==> config.mk <==
export PLATFORM = sky130hd
export DESIGN_NAME = rx_power_seq
export DESIGN_NICKNAME = d
export VERILOG_FILES = /design/src/rtl/rps_pkg.sv /design/src/rtl/rps_sync.sv /design/src/rtl/rps_debounce.sv /design/src/rtl/rps_low_timer.sv /design/src/rtl/rps_dwell.sv /design/src/rtl/rx_power_seq.sv
export SDC_FILE = /design/constraint.sdc
export NUM_CORES = 1
export LEC_CHECK = 0
export BUFFER_PORTS_ARGS = -buffer_cell sky130_fd_sc_hd__clkbuf_2
export CAP_MARGIN = 5
export CORE_MARGIN = 3
export CORE_UTILIZATION = 35
export CTS_CLUSTER_DIAMETER = 200
export CTS_CLUSTER_SIZE = 16
export DETAILED_ROUTE_END_ITERATION = 6
export GPL_TIMING_DRIVEN = 0
export PLACE_DENSITY_LB_ADDON = 0.05
export SYNTH_ARGS = -nofsm -noshare
export SYNTH_HDL_FRONTEND = slang
export SYNTH_SLANG_ARGS = --single-unit
==> constraint.sdc <==
create_clock -name clk_i -period 2.82 [get_ports clk_i]
set_input_delay 0.141 -clock clk_i [delete_from_list [all_inputs] [get_ports clk_i]]
set_output_delay 0.141 -clock clk_i [all_outputs]
set_load 0.03 [all_outputs]
==> src/rtl/rps_pkg.sv <==
package rps_pkg;
  typedef enum logic [3:0] {
    ST_OFF   = 4'd0,
    ST_RAMP  = 4'd1,
    ST_LOAD  = 4'd2,
    ST_SETL  = 4'd3,
    ST_CAL   = 4'd4,
    ST_RX    = 4'd5,
    ST_STBY  = 4'd6,
    ST_WAKE  = 4'd7,
    ST_RST   = 4'd8
  } pwr_state_e;

  function automatic logic is_boot(pwr_state_e s);
    return (s == ST_RAMP) || (s == ST_LOAD) || (s == ST_SETL) || (s == ST_CAL);
  endfunction
endpackage

==> src/rtl/rps_sync.sv <==
module rps_sync #(
  parameter int W      = 1,
  parameter int STAGES = 2
) (
  input  logic         clk_i,
  input  logic         rst_ni,
  input  logic [W-1:0] d_i,
  output logic [W-1:0] q_o
);
  logic [W-1:0] ff_q [STAGES];

  always_ff @(posedge clk_i or negedge rst_ni) begin
    if (!rst_ni) begin
      for (int s = 0; s < STAGES; s++) ff_q[s] <= '0;
    end else begin
      ff_q[0] <= d_i;
      for (int s = 1; s < STAGES; s++) ff_q[s] <= ff_q[s-1];
    end
  end

  assign q_o = ff_q[STAGES-1];
endmodule

==> src/rtl/rps_debounce.sv <==
module rps_debounce #(
  parameter int CYC = 16
) (
  input  logic clk_i,
  input  logic rst_ni,
  input  logic lvl_i,
  output logic lvl_o
);
  localparam int CW = $clog2(CYC > 1 ? CYC : 2);
  localparam logic [CW-1:0] LAST = CW'(CYC - 1);

  logic [CW-1:0] cnt_q;
  logic          out_q;

  always_ff @(posedge clk_i or negedge rst_ni) begin
    if (!rst_ni) begin
      cnt_q <= '0;
      out_q <= 1'b0;
    end else if (lvl_i != out_q) begin
      if (cnt_q == LAST) begin
        out_q <= lvl_i;
        cnt_q <= '0;
      end else begin
        cnt_q <= cnt_q + 1'b1;
      end
    end else begin
      cnt_q <= '0;
    end
  end

  assign lvl_o = out_q;

  // new level must equal the input that was being qualified
  assert_deb_follow_R5: assert property (@(posedge clk_i) disable iff (!rst_ni)
    !$stable(out_q) |-> ($past(lvl_i) == out_q));
endmodule

==> src/rtl/rps_low_timer.sv <==
module rps_low_timer #(
  parameter int LIMIT = 300000
) (
  input  logic clk_i,
  input  logic rst_ni,
  input  logic pwr_i,
  output logic ok_o
);
  localparam int CW = $clog2(LIMIT + 1);
  localparam logic [CW-1:0] LIM = CW'(LIMIT);

  logic [CW-1:0] cnt_q;

  always_ff @(posedge clk_i or negedge rst_ni) begin
    if (!rst_ni)          cnt_q <= '0;
    else if (pwr_i)       cnt_q <= '0;
    else if (cnt_q != LIM) cnt_q <= cnt_q + 1'b1;
  end

  assign ok_o = (cnt_q == LIM);

  assert_low_ok_R2: assert property (@(posedge clk_i) disable iff (!rst_ni)
    ok_o |-> !$past(pwr_i));
endmodule

==> src/rtl/rps_dwell.sv <==
module rps_dwell #(
  parameter int CW = 20
) (
  input  logic          clk_i,
  input  logic          rst_ni,
  input  logic          load_i,
  input  logic [CW-1:0] val_i,
  output logic          done_o
);
  logic [CW-1:0] cnt_q;

  always_ff @(posedge clk_i or negedge rst_ni) begin
    if (!rst_ni)            cnt_q <= '0;
    else if (load_i)        cnt_q <= val_i;
    else if (cnt_q != '0)   cnt_q <= cnt_q - 1'b1;
  end

  assign done_o = (cnt_q == '0);

  assert_dwell_hold_R3: assert property (@(posedge clk_i) disable iff (!rst_ni)
    (done_o && !load_i) |=> done_o);
endmodule

==> src/rtl/rx_power_seq.sv <==
module rx_power_seq
  import rps_pkg::*;
#(
  parameter int P_RAMP_CYC  = 30000,
  parameter int P_LOAD_CYC  = 300000,
  parameter int P_SETL_CYC  = 255000,
  parameter int P_CAL_CYC   = 90000,
  parameter int WAKE_CYC    = 15000,
  parameter int OFF_MIN_CYC = 300000,
  parameter int DEB_CYC     = 300,
  parameter int SYNC_STAGES = 2
) (
  input  logic clk_i,
  input  logic rst_ni,
  input  logic pwr_good_i,
  input  logic rst_req_i,
  input  logic stby_req_i,
  output logic mode_stat_o,
  output logic rx_en_o,
  output logic dout_en_o,
  output logic clk_out_en_o
);
  localparam int MAX_A  = (P_RAMP_CYC > P_LOAD_CYC) ? P_RAMP_CYC : P_LOAD_CYC;
  localparam int MAX_B  = (P_SETL_CYC > P_CAL_CYC) ? P_SETL_CYC : P_CAL_CYC;
  localparam int MAX_C  = (MAX_A > MAX_B) ? MAX_A : MAX_B;
  localparam int MAX_D  = (MAX_C > WAKE_CYC) ? MAX_C : WAKE_CYC;
  localparam int CNT_W  = $clog2(MAX_D + 1);
  localparam logic [CNT_W-1:0] RAMP_LD = CNT_W'(P_RAMP_CYC - 1);
  localparam logic [CNT_W-1:0] LOAD_LD = CNT_W'(P_LOAD_CYC - 1);
  localparam logic [CNT_W-1:0] SETL_LD = CNT_W'(P_SETL_CYC - 1);
  localparam logic [CNT_W-1:0] CAL_LD  = CNT_W'(P_CAL_CYC - 1);
  localparam logic [CNT_W-1:0] WAKE_LD = CNT_W'(WAKE_CYC - 1);

  logic [2:0] pin_s;
  logic       pwr_s, rst_s, stby_s, stby_q;
  logic       low_ok, dwell_done, dwell_load;
  logic [CNT_W-1:0] dwell_val;
  pwr_state_e state_q, state_d;
  logic       pend_q, pend_d;

  rps_sync #(.W(3), .STAGES(SYNC_STAGES)) i_sync (
    .clk_i (clk_i),
    .rst_ni(rst_ni),
    .d_i   ({stby_req_i, rst_req_i, pwr_good_i}),
    .q_o   (pin_s)
  );
  assign pwr_s  = pin_s[0];
  assign rst_s  = pin_s[1];
  assign stby_s = pin_s[2];

  rps_debounce #(.CYC(DEB_CYC)) i_deb (
    .clk_i (clk_i),
    .rst_ni(rst_ni),
    .lvl_i (stby_s),
    .lvl_o (stby_q)
  );

  rps_low_timer #(.LIMIT(OFF_MIN_CYC)) i_low (
    .clk_i (clk_i),
    .rst_ni(rst_ni),
    .pwr_i (pwr_s),
    .ok_o  (low_ok)
  );

  rps_dwell #(.CW(CNT_W)) i_dwell (
    .clk_i (clk_i),
    .rst_ni(rst_ni),
    .load_i(dwell_load),
    .val_i (dwell_val),
    .done_o(dwell_done)
  );

  always_comb begin
    state_d = state_q;
    pend_d  = pend_q;
    if (!pwr_s) begin
      state_d = ST_OFF;
      pend_d  = 1'b0;
    end else if (rst_s && state_q != ST_OFF) begin
      state_d = ST_RST;
      pend_d  = 1'b0;
    end else begin
      unique case (state_q)
        ST_OFF:  if (low_ok) state_d = ST_RAMP;
        ST_RAMP: begin
          if (stby_q) pend_d = 1'b1;
          if (dwell_done) state_d = ST_LOAD;
        end
        ST_LOAD: begin
          if (stby_q) pend_d = 1'b1;
          if (dwell_done) state_d = ST_SETL;
        end
        ST_SETL: begin
          if (stby_q) pend_d = 1'b1;
          if (dwell_done) state_d = ST_CAL;
        end
        ST_CAL: begin
          if (stby_q) pend_d = 1'b1;
          if (dwell_done) begin
            state_d = (pend_q || stby_q) ? ST_STBY : ST_RX;
            pend_d  = 1'b0;
          end
        end
        ST_RX:   if (stby_q) state_d = ST_STBY;
        ST_STBY: if (!stby_q) state_d = ST_WAKE;
        ST_WAKE: begin
          if (stby_q)          state_d = ST_STBY;
          else if (dwell_done) state_d = ST_RX;
        end
        ST_RST:  state_d = ST_LOAD;
        default: state_d = ST_OFF;
      endcase
    end
  end

  always_comb begin
    dwell_load = (state_d != state_q);
    unique case (state_d)
      ST_RAMP: dwell_val = RAMP_LD;
      ST_LOAD: dwell_val = LOAD_LD;
      ST_SETL: dwell_val = SETL_LD;
      ST_CAL:  dwell_val = CAL_LD;
      ST_WAKE: dwell_val = WAKE_LD;
      default: dwell_val = '0;
    endcase
  end

  always_ff @(posedge clk_i or negedge rst_ni) begin
    if (!rst_ni) begin
      state_q <= ST_OFF;
      pend_q  <= 1'b0;
    end else begin
      state_q <= state_d;
      pend_q  <= pend_d;
    end
  end

  assign mode_stat_o  = (state_q != ST_RX);
  assign rx_en_o      = (state_q == ST_RX) || (state_q == ST_WAKE) || (state_q == ST_CAL);
  assign dout_en_o    = (state_q == ST_RX);
  assign clk_out_en_o = (state_q == ST_RX);

  assert_rx_outputs_R1: assert property (@(posedge clk_i) disable iff (!rst_ni)
    !mode_stat_o |-> (rx_en_o && dout_en_o && clk_out_en_o));

  assert_qualify_R2: assert property (@(posedge clk_i) disable iff (!rst_ni)
    (state_q == ST_OFF && !low_ok) |=> state_q != ST_RAMP);

  assert_supply_loss_R3: assert property (@(posedge clk_i) disable iff (!rst_ni)
    !pwr_s |=> state_q == ST_OFF);

  assert_gate_R4: assert property (@(posedge clk_i) disable iff (!rst_ni)
    (state_q == ST_STBY || state_q == ST_RST || state_q == ST_OFF) |-> (!dout_en_o && !clk_out_en_o));

  assert_stby_no_boot_R6: assert property (@(posedge clk_i) disable iff (!rst_ni)
    (state_q == ST_STBY && pwr_s && !rst_s) |=> (state_q == ST_STBY || state_q == ST_WAKE));

  assert_boot_no_rx_R7: assert property (@(posedge clk_i) disable iff (!rst_ni)
    (state_q == ST_CAL && pend_q) |=> state_q != ST_RX);

  assert_rst_prio_R8: assert property (@(posedge clk_i) disable iff (!rst_ni)
    (rst_s && pwr_s && state_q != ST_OFF) |=> state_q == ST_RST);
endmodule

# [After elaboration in Yosys (flattened, before gate mapping)]
# Cells that the tools add are included.
# Widths: inputs -> output; s select.
[op_classes] n_eq_ne=20 n_mux=25 n_reduce_logical=12 addsub=3
[ops] op="$pmux 19 s5" count=1
[ops] op="$mux 19" count=4
[ops] op="$mux 4" count=11
[ops] op="$pmux 4 s9" count=1
[ops] op="$eq 4x3->1 const B" count=6
[ops] op="$add 19x1->19 const B" count=1
[ops] op="$eq 19x19->1 const B" count=1
[ops] op="$logic_not 19->1" count=1
[ops] op="$ne 19x19->1 const B" count=1
[ops] op="$reduce_bool 19->1" count=1
[ops] op="$sub 19x1->19 const B" count=1
[ops] op="$mux 9" count=2
[ops] op="$eq 4x2->1 const B" count=4
[ops] op="$add 9x1->9 const B" count=1
[ops] op="$eq 9x9->1 const B" count=1
[ops] op="$eq 4x1->1 const B" count=2
[ops] op="$eq 4x4->1 const B" count=1
[ops] op="$logic_not 4->1" count=1
[ops] op="$mux 1" count=4
[ops] op="$ne 4x3->1 const B" count=1
[ops] op="$ne 4x4->1" count=1
[ops] op="$ne 4x4->1 const B" count=1
[ops] op="$reduce_bool 2->1" count=2
[ops] op="$reduce_bool 4->1" count=1
[ops] op="7 further kinds" count=9
[totals] in_bits=5 register_bits=59 wordCells=68 output_inout_bits=4

# [Longest topological paths before layout]
# Gate-level depths: netlist of the first run.
[logic_depth] depth_word=9 ltp_mapped=12 ltp_nobuf=10

# [Modules after synthesis]
# Synthesis of the first run repeated with hierarchy kept, for this count alone.
[hier_totals] hier_cells=392 area_unflattened_um2=3577.2
[by_module_without_submodules] mod="rps_dwell" area_per_inst_um2=1117.3 cells_each=127 seq_area_each_um2=475.5 n_inst=1
[by_module_without_submodules] mod="rps_low_timer" area_per_inst_um2=1087.3 cells_each=113 seq_area_each_um2=475.5 n_inst=1
[by_module_without_submodules] mod="rx_power_seq" area_per_inst_um2=700.7 cells_each=94 seq_area_each_um2=125.1 n_inst=1
[by_module_without_submodules] mod="rps_debounce" area_per_inst_um2=499.2 cells_each=49 seq_area_each_um2=250.2 n_inst=1
[by_module_without_submodules] mod="rps_sync" area_per_inst_um2=172.7 cells_each=9 seq_area_each_um2=150.1 n_inst=1

# [Worst setup path after synthesis of the first run]
# Ideal clock, no wire load.
[synth_path] kind="flip-flop to flip-flop" from="register i_dwell.cnt_q[0]" to="register i_dwell.cnt_q[10]" setup_slack_ns=-0.199 required_time_ns=2.737 path_buffers=3 synth_period_minus_slack_ns=3.019 stages_incl_launch_ff=13 setup_ns=0.083 arrival_ns=2.937 path_cell_list="dfrtp_1 inv_1 ha_1 or4b_1 buf_2 or4_4 buf_6 nor2_8 mux2i_1 o211ai_1 buf_4 mux2_2 o22ai_1"
[synth_between] elab_chain_len=9 elab_cells_between_ends=22 cone_classes="add/sub: 1; eq/ne: 6; mux: 12; reduce/logical: 3"
[synth_lines] item="from (decl)" line="rps_dwell.sv:10" source="logic [CW-1:0] cnt_q;"
[synth_lines] item="from (signal assigned)" line="rps_dwell.sv:14" source="else if (load_i) cnt_q <= val_i;"
[synth_lines] item="from (signal assigned)" line="rps_dwell.sv:15" source="else if (cnt_q != '0) cnt_q <= cnt_q - 1'b1;"
[synth_lines] item="$logic_not 19->1" line="rps_dwell.sv:18" source="assign done_o = (cnt_q == '0);"
[synth_lines] item="$mux 4" line="rx_power_seq.sv:108" source="else if (dwell_done) state_d = ST_RX;"
[synth_lines] item="$mux 4" line="rx_power_seq.sv:107" source="if (stby_q) state_d = ST_STBY;"
[synth_lines] item="$pmux 4 s9" line="rx_power_seq.sv:83" source="unique case (state_q)"
[synth_lines] item="$mux 4" line="rx_power_seq.sv:79" source="end else if (rst_s && state_q != ST_OFF) begin"
[synth_lines] item="$mux 4" line="rx_power_seq.sv:76" source="if (!pwr_s) begin"
[synth_lines] item="$eq 4x3->1 (tied with other cells)" line="rx_power_seq.sv:118" source="unique case (state_d)"
[synth_lines] item="$pmux 19 s5" line="rx_power_seq.sv:118"
[synth_lines] item="$mux 19" line="rps_dwell.sv:14"
# Parallel ways exist; a longest one is shown, timed or not. The select of a mux whose other input is x is not followed.
# A chain may end at the register's enable or synchronous reset.

# [Worst setup path in the final report of the first run]
[layout_path] from="register i_dwell.cnt_q[0]" to="register i_dwell.cnt_q[18]"
# Same word-level chain as after synthesis.

==> results of run 1 <==
## final cells by class
type                       instances  area, µm²  area share
clock inverter                     7      101.3     0.02373
multi-input combinational        269       2037      0.4770
clock buffer                       9      123.9     0.02901
inverter                           8      35.03    0.008204
sequential                        59       1476      0.3457
buffer                            12      75.07     0.01758
timing repair buffer              32      260.3     0.06094
tap                              129      161.4     0.03780
## flip-flops by register name, indices dropped and copies added (netlist names)
register	flops
i_dwell.cnt_q	19
i_low.cnt_q	19
i_deb.cnt_q	9
state_q	4
i_sync.ff_q	3
i_sync.q_o	3
i_deb.lvl_o	1
pend_q	1
## worst max-delay path: stages (launching register included)
cell	delay [ns]
dfrtp_1	0.39
inv_2	0.08
ha_4	0.12
or4b_4	0.51
or4_4	0.66
o41ai_2	0.23
o31a_2	0.20
nor4_4	0.05
buf_6	0.15
or4b_4	0.58
o21ai_2	0.08
## kinds of logic after synthesis
logic type,share of synthesized area
AO/OA/AOI/OAI,0.09840
XOR/XNOR,0.1070
adder cells (fa/ha/maj),0.01491
buffers and inverters,0.03094
flip-flops,0.4398
multiplexers,0.03690
AND/OR/NAND/NOR,0.2721
## through the flow
step,std cells,utilization,instance area [µm²]
detailed placement,485,0.3867,3590
CTS,522,0.4504,4182
global route,525,0.4600,4270
finish,525,0.4600,4270
global placement,485,0.3864,3587
floorplan,348,-,3386
## Yosys cell counts (3+ instances only)
master	instances	share of area
o211ai_1	3	0.0067
ha_1	4	0.015
xnor2_1	23	0.060
or2_2	4	0.0075
o21ai_0	11	0.016
xor2_1	18	0.047
inv_1	8	0.0089
or4_1	3	0.0067
a21oi_1	9	0.013
or3_1	6	0.011
dfrtp_1	59	0.44
and2_1	4	0.0075
nor2_1	43	0.048
nand4_1	3	0.0056
buf_4	3	0.0067
mux2_2	3	0.010
and3_1	11	0.021
nand3_1	19	0.028
nor4_1	4	0.0075
mux2i_1	9	0.027
o22ai_1	10	0.019
nor2b_1	4	0.0075
nor3b_1	4	0.0089
nor3_1	9	0.013
nor4b_1	3	0.0078
clkbuf_1	8	0.0089
or3b_2	3	0.0078
nand2_1	22	0.025
## layout by cell type, fill, tap and decap left out, drive strengths merged, types with 4 or more instances in the layout
cell type    netlist  final
o22ai             10     10
nor4               7      7
or2                5      5
a21oi              9      9
nand3             19     19
or3                6      6
nand2             23     24
nor2              44     44
nor2b              4      4
dlygate4sd3        0      4
buf                6     24
or4                5      5
dfrtp             59     59
mux2i              9      9
o21ai             13     13
and3              11     11
clkbuf             8     25
nor3b              4      4
ha                 4      4
nor3              10     11
inv                8      9
xnor2             23     23
xor2              18     18
and2               4      4
## power groups by stage
stage          clock, mW  combinational [mW]  sequential (mW)
2_1_floorplan          0              0.0368            0.881
3_3_place_gp           0              0.0700            0.884
3_5_place_dp           0              0.0705            0.884
4_1_cts            0.911              0.0868            0.867
5_1_grt            0.956               0.103            0.869
6_report           0.881              0.0913            0.868
## repair_timing
item | in CTS | in global routing
gates cloned | 3 | 0
endpoints found under the setup margin | 20 | 20
endpoints found under the hold margin | 62 | 0
setup buffers | 16 | 3
hold buffers | 4 | 0
resized for setup | 37 | 16
pin swaps | 14 | 17
## worst max-delay path by stage
stage / end / slack (ns) / cells past startpoint
floorplan: i_dwell.cnt_q[10]$_DFFE_PN0P_ / -0.18 / 12
global placement: i_dwell.cnt_q[3]$_DFFE_PN0P_ / -0.53 / 12
detailed placement: i_dwell.cnt_q[9]$_DFFE_PN0P_ / -0.52 / 12
CTS: i_dwell.cnt_q[18]$_DFFE_PN0P_ / -0.29 / 10
global route: i_dwell.cnt_q[10]$_DFFE_PN0P_ / -0.38 / 10
finish: i_dwell.cnt_q[18]$_DFFE_PN0P_ / -0.29 / 10
## layer usage
layer  vias to the layer above  part of all wire  global-route usage
met5                         -                 0                   0
met1                      1334              0.48              0.2296
met3                         8             0.020             0.03166
li1                       1330                 -                   -
met2                        27              0.49              0.2530
met4                         0            0.0092             0.04843
==> run summary, run 1 <==
Layout cell share with drive strength beyond 1: 0.2601
Post-route ant nets: 0
Yosys cell types: 57
Worst r2r src: i_dwell.cnt_q[0]$_DFFE_PN0P_
F_max: 321.3 MHz
Kind of critical path: reg -> reg
Die Area: 10800 µm²
Reg2Reg Depth: 10
CTS root buf: clkbuf_8
Tightest Pin Transition: 0.8424 ns
Synthesis-to-finish area growth: 27.21%
Slew headroom: 0.4384
Die Span Y: 103.9 µm
Final wirelength: 8.297 mm
Hold EP: i_sync.q_o[1]$_DFF_PN0_
Hold Path Origin: i_sync.ff_q[4]$_DFF_PN0_
All-layer global routing usage: 0.1624
Maxcap violations: 0
Crit path capture type: register
# H-tree levels: 3
DR vias/cell: 5.141
Status: complete, but fails checks
Violated checks: setup timing
Critical path peak fanout: 6
Die Width: 103.9 µm
Hold WS: 0.3519 ns
Comb power frac: 0.050
Layout fillers: 905
Power Dens Cells: 430.7 nW/µm²
Critical R2R Capture: i_dwell.cnt_q[18]$_DFFE_PN0P_
Leakage: 1.860 nW
1st-pass router iterations: 4
Setup Skew: 0.01327 ns
# diodes: 0
Setup slack after layout: -0.2924 ns
Main synth FF type: dfrtp_1
Crit. Startpoint: i_dwell.cnt_q[0]$_DFFE_PN0P_
Reg power frac: 0.472
WHS Path Cells: 0
Clock share of power: 0.479
Hold Path Class: reg -> reg
Longest Clk Path Bufs: 2
Initial antenna violation count: 0
Crit path time final: 3.112 ns
Vias: 2699
Initial Util: 0.3616
Net Switching: 0.4444 mW
Sequential area share after synthesis: 0.4398
Number of failing hold endpoints at the final stage: 0
Internal cell power: 1.395 mW
Total power draw: 1.839 mW
Post-synth ARST share: 1.000
DRC Markers: 0
Fin crit share: 1.104
Synth warn: 0
DRT iter0 DRCs: 82
Fin nets: 400
Clock transition at path regs: 0.07 ns
Synth Area per Inst: 9.646 µm²
TritonCTS clock tree: built
Num CTS Buffers: 9
Yosys reg bits: 59
Vias in the first global route: 2709
Crit path required time: 3.09 ns
Final setup violation count: 20
Placeable Area: 9284 µm²
Dpl ws: -0.5161 ns
Sw frac: 0.2416
Top-Level Pins: 9
Maximum vdd drop: 182.1 µV
Dpl hpwl: 5.345 mm
Rows: 35
RSZ-0062 raised after global routing: yes
Register-to-Register Setup Slack: -0.29 ns
Total grt overflow: 0
Clk_lat worst skew: 0.34 ns
Clk sinks: 59
Slew Limit Fails: 0
Post-synth EDFFs: 0
First-pass GRT wire length: 14.17 mm
Cell count after synthesis: 348
Synth Net Count: 357
RD Place Congestion: 0.7823
Setup TNS: -3.777 ns
Area of the mapped netlist: 3357 µm²
CP Launch Type: register
Largest net degree at the start of global routing: 60
Buffers on Ports: 8
DR WL/cell: 15.80 µm
Arr. time, crit path: 3.38 ns
No activity file was read; power rests on OpenSTA's default activity.
==> run 2, diff against run 1 <==
==> constraint.sdc (replaced) <==
create_clock -name clk_i -period 3.9 [get_ports clk_i]
set_input_delay 0.195 -clock clk_i [delete_from_list [all_inputs] [get_ports clk_i]]
set_output_delay 0.195 -clock clk_i [all_outputs]
set_load 0.03 [all_outputs]
==> run summary, run 2 (synthesis results as in run 1) <==
Status: complete, but fails checks
Violated checks: hold timing
Placeable Area: 9284 µm²
Layout fillers: 967
DRT iter0 DRCs: 99
Clock transition at path regs: 0.07 ns
# diodes: 0
F_max: 295.8 MHz
Max incr delay on CP: 0.49 ns
Num CTS Buffers: 9
Register-to-Register Setup Slack: 0.52 ns
Setup Skew: 0.006829 ns
Longest Clk Path Bufs: 2
Crit path required time: 4.16 ns
Critical R2R Capture: i_dwell.cnt_q[14]$_DFFE_PN0P_
Arr. time, crit path: 3.64 ns
Most common cell after layout, fill and taps aside: dfrtp_1
CP top delay family: simple AND/OR/NAND/NOR gates
DR vias/cell: 5.101
Rows: 35
Largest net degree at the start of global routing: 60
Worst r2r src: i_dwell.cnt_q[0]$_DFFE_PN0P_
CP Launch Type: register
CP Cell Sequence: inv_1, ha_1, or4b_1, buf_2, or4_4, buf_6, nor2_8, mux2i_1, o211ai_1, buf_4, mux2_2, o22ai_1
Die Area: 10800 µm²
Crit path capture type: register
Synthesis-to-finish area growth: 12.97%
# H-tree levels: 3
Post-route ant nets: 0
WP buf/inv: 4
Hold Path Class: in -> async
Hold WS: -0.03281 ns
Power Dens Cells: 329.5 nW/µm²
Routing usage on met2: 0.2326
Initial antenna violation count: 0
Maxcap violations: 0
Slew headroom: 0.4478
Most frequent cells in the layout: dfrtp_1, nor2_1, xnor2_1
Kind of critical path: reg -> reg
Critical path peak fanout: 10
Grt met1 use: 0.2039
Vias in the first global route: 2543
Largest regs: i_dwell.cnt_q x19, i_low.cnt_q x19, i_deb.cnt_q x9
Buffers on Ports: 8
Layout cell share with drive strength beyond 1: 0.1364
Top-Level Pins: 9
Slew Limit Fails: 0
Maximum vdd drop: 168.8 µV
Die Span Y: 103.9 µm
Grt met3 use: 0.04283
Clk_lat worst skew: 0.34 ns
Tightest Pin Transition: 0.8284 ns
RSZ-0062 raised after global routing: no
Final wirelength: 7.606 mm
Die Width: 103.9 µm
Vias: 2566
Fin crit share: 0.8668
RD Place Congestion: 0.7471
Final setup violation count: 0
Total grt overflow: 0
Dpl hpwl: 5.206 mm
Number of failing hold endpoints at the final stage: 38
Reg2Reg Depth: 12
CTS root buf: clkbuf_8
Fin nets: 379
Gr busiest metal: met2
Crit path time final: 3.381 ns
Register area: 1476 µm²
Multi-input gate area: 1777 µm²
DRC Markers: 0
All-layer global routing usage: 0.1477
Leakage: 1.666 nW
TritonCTS clock tree: built
Crit-path slowest cell: or4_4
First-pass GRT wire length: 12.98 mm
Clk sinks: 59
DR WL/cell: 15.12 µm
Setup TNS: 0 ns
1st-pass router iterations: 4
Initial Util: 0.3616
WP depth: 12
run 2: cell type report:
cell class / count / area share
Buffer: 14 / 0.01947
Clock buffer: 11 / 0.03992
Clock inverter: 4 / 0.01320
Inverter: 8 / 0.007918
Multi-Input combinational cell: 267 / 0.4685
Sequential cell: 59 / 0.3893
Tap cell: 129 / 0.04256
Timing Repair Buffer: 11 / 0.01914
run 2: per-stage QoR:
stage	utilization	setup WS, ns	instances	total power [mW]	cell area, µm²
finish	0.4085	0.5195	503	1.250	3792
floorplan	-	0.8807	348	0.6632	3357
detailed placement	0.3836	0.5120	485	0.6887	3561
CTS	0.4085	0.5005	503	1.269	3792
global placement	0.3833	0.5164	485	0.6883	3558
global route	0.4085	0.3306	503	1.301	3792
run 2: what timing repair did:
item                                   4_1_cts  5_1_grt
resized for setup                            0        0
endpoints found under the hold margin        3        0
setup endpoints to repair                    0        0
hold buffers                                 3        0
buffers inserted                             0        0
run 2: where the power goes:
| group | leakage (nW) | switching (mW) | total, mW | internal [mW] |
|---|---|---|---|---|
| combinational | 0.763 | 0.0336 | 0.0502 | 0.0165 |
| clock | 0.0974 | 0.247 | 0.572 | 0.325 |
| sequential | 0.806 | 0.00793 | 0.628 | 0.620 |
| total | 1.67 | 0.288 | 1.25 | 0.961 |
run 2: metal layers:
| metal | share of wire | wire [µm] |
|---|---|---|
| met5 | 0 | 0 |
| met3 | 0.037 | 285 |
| met1 | 0.49 | 3715 |
| met4 | 0.0078 | 59 |
| met2 | 0.47 | 3545 |
run 2: how the worst max path moves through the flow:
stage,to,startpoint,slack [ns]
after floorplan,i_dwell.cnt_q[10]$_DFFE_PN0P_,i_dwell.cnt_q[0]$_DFFE_PN0P_,0.88
after global placement,i_dwell.cnt_q[10]$_DFFE_PN0P_,i_dwell.cnt_q[0]$_DFFE_PN0P_,0.52
after detailed placement,i_dwell.cnt_q[10]$_DFFE_PN0P_,i_dwell.cnt_q[0]$_DFFE_PN0P_,0.51
after CTS,i_dwell.cnt_q[10]$_DFFE_PN0P_,i_dwell.cnt_q[0]$_DFFE_PN0P_,0.50
after global routing,i_dwell.cnt_q[10]$_DFFE_PN0P_,i_dwell.cnt_q[0]$_DFFE_PN0P_,0.33
final,i_dwell.cnt_q[14]$_DFFE_PN0P_,i_dwell.cnt_q[0]$_DFFE_PN0P_,0.52
==> run 3, diff against run 2 <==
--- a/config.mk
+++ b/config.mk
@@ -14,6 +14,7 @@
 export DETAILED_ROUTE_END_ITERATION = 6
 export GPL_TIMING_DRIVEN = 0
 export PLACE_DENSITY_LB_ADDON = 0.05
+export REMOVE_ABC_BUFFERS = 1
 export SYNTH_ARGS = -nofsm -noshare
 export SYNTH_HDL_FRONTEND = slang
 export SYNTH_SLANG_ARGS = --single-unit
==> run summary, run 3 (synthesis results as in run 1) <==
Crit path time final: 3.547 ns
Dpl ws: -0.004566 ns
F_max: 281.9 MHz
Die Span Y: 103.9 µm
Non-Filler Instances: 495
Longest Clk Path Bufs: 2
DR WL/cell: 15.06 µm
Slew Limit Fails: 0
CP Launch Type: register
DR WL met3: 200 µm
Post-route ant nets: 0
# diodes: 0
Initial antenna violation count: 0
TritonCTS clock tree: built
Arr. time, crit path: 3.75 ns
Setup TNS: 0 ns
DRT iter0 DRCs: 93
Fin crit share: 0.9096
Hold Path Class: in -> async
Leakage: 1.660 nW
Final wirelength: 7.454 mm
Kind of critical path: reg -> reg
Layout cell share with drive strength beyond 1: 0.1339
Setup slack after layout: 0.3526 ns
Placeable Area: 9284 µm²
DR vias/cell: 5.117
Setup Skew: 0.008574 ns
# H-tree levels: 3
Most frequent cells in the layout: dfrtp_1, nor2_1, xnor2_1
Die Area: 10800 µm²
Num CTS Buffers: 9
Finished Core Util: 0.4054
Rows: 35
Number of failing hold endpoints at the final stage: 38
Largest regs: i_dwell.cnt_q x19, i_low.cnt_q x19, i_deb.cnt_q x9
Final setup violation count: 0
Vias in the first global route: 2533
Clock transition at path regs: 0.07 ns
Placed insts: 471
Met2 WL: 3.439 mm
Maximum vdd drop: 148.6 µV
Top-Level Pins: 9
Synthesis-to-finish area growth: 12.11%
RSZ-0062 raised after global routing: no
Buffers on Ports: 8
DRC Markers: 0
Vias: 2533
All-layer global routing usage: 0.1501
Violated checks: hold timing
M1 WL: 3.706 mm
Critical path peak fanout: 10
Clk_lat worst skew: 0.34 ns
Status: complete, but fails checks
CTS root buf: clkbuf_8
Hold WS: -0.03464 ns
First-pass GRT wire length: 13.03 mm
Fin nets: 370
Tightest Pin Transition: 0.8671 ns
Layout Cell Area excl Fill: 3764 µm²
Post-CTS Resized: 0
Power Dens Cells: 341.2 nW/µm²
Slew headroom: 0.4219
Total power draw: 1.284 mW
Crit path capture type: register
Top layer in use: met4
Most common cell after layout, fill and taps aside: dfrtp_1
RD Place Congestion: 0.7517
1st-pass router iterations: 4
Crit path required time: 4.10 ns
Placed Area: 3487 µm²
Dpl hpwl: 4.983 mm
Clk sinks: 59
Maxcap violations: 0
Largest net degree at the start of global routing: 60
Initial Util: 0.3616
Die Width: 103.9 µm
Total grt overflow: 0
-- run 3: final timing paths --
kind / startpoint / to / slack (ns) / cells past startpoint
setup / recovery: i_dwell.cnt_q[0]$_DFFE_PN0P_ / i_dwell.cnt_q[0]$_DFFE_PN0P_ / 0.35 / 9
hold / removal: rst_ni / i_dwell.cnt_q[10]$_DFFE_PN0P_ / -0.03 / 1
setup reg to reg: i_dwell.cnt_q[0]$_DFFE_PN0P_ / i_dwell.cnt_q[0]$_DFFE_PN0P_ / 0.35 / 9
hold reg to reg: i_sync.ff_q[5]$_DFF_PN0_ / i_sync.q_o[2]$_DFF_PN0_ / 0.35 / 0
max in group asynchronous: rst_ni / i_low.cnt_q[1]$_DFFE_PN0P_ / 3.38 / 1
min in group clk_i: i_sync.ff_q[5]$_DFF_PN0_ / i_sync.q_o[2]$_DFF_PN0_ / 0.35 / 0
-- run 3: repair_timing --
item,4_1_cts,5_1_grt
endpoints found under the setup margin,2,15
hold buffers,3,0
endpoints found under the hold margin,3,0
buffers inserted,4,1
pin swaps,1,1
-- run 3: where the power goes --
part	switching, mW	internal (mW)
Sequential	0.0118	0.620
Combinational	0.0284	0.0157
Clock	0.250	0.358
-- run 3: critical path, cell delays in order, from the launching register on --
cell and delay, ns:
dfrtp_1 0.40, inv_1 0.09, ha_1 0.20, or4b_1 0.60, or4_4 0.63, nor4_4 0.32
nor4b_1 0.14, nor4_4 0.44, or2_1 0.43, o22ai_1 0.16
-- run 3: final cells by class --
| type | count | area, µm² |
|---|---|---|
| fillers | 954 | 5520 |
| multi-input cells | 267 | 1777 |
| flip-flops and latches | 59 | 1476 |
| well taps | 129 | 161.4 |
| clock buffers | 11 | 131.4 |
| repair buffers | 16 | 110.1 |
| clock inverters | 5 | 77.57 |
| inverters | 8 | 30.03 |
-- run 3: per-layer routing --
metal | up-vias | track usage
met4 | 0 | 0.05698
met2 | 34 | 0.2266
met3 | 10 | 0.03538
li1 | 1264 | -
met5 | - | 0
met1 | 1225 | 0.2091
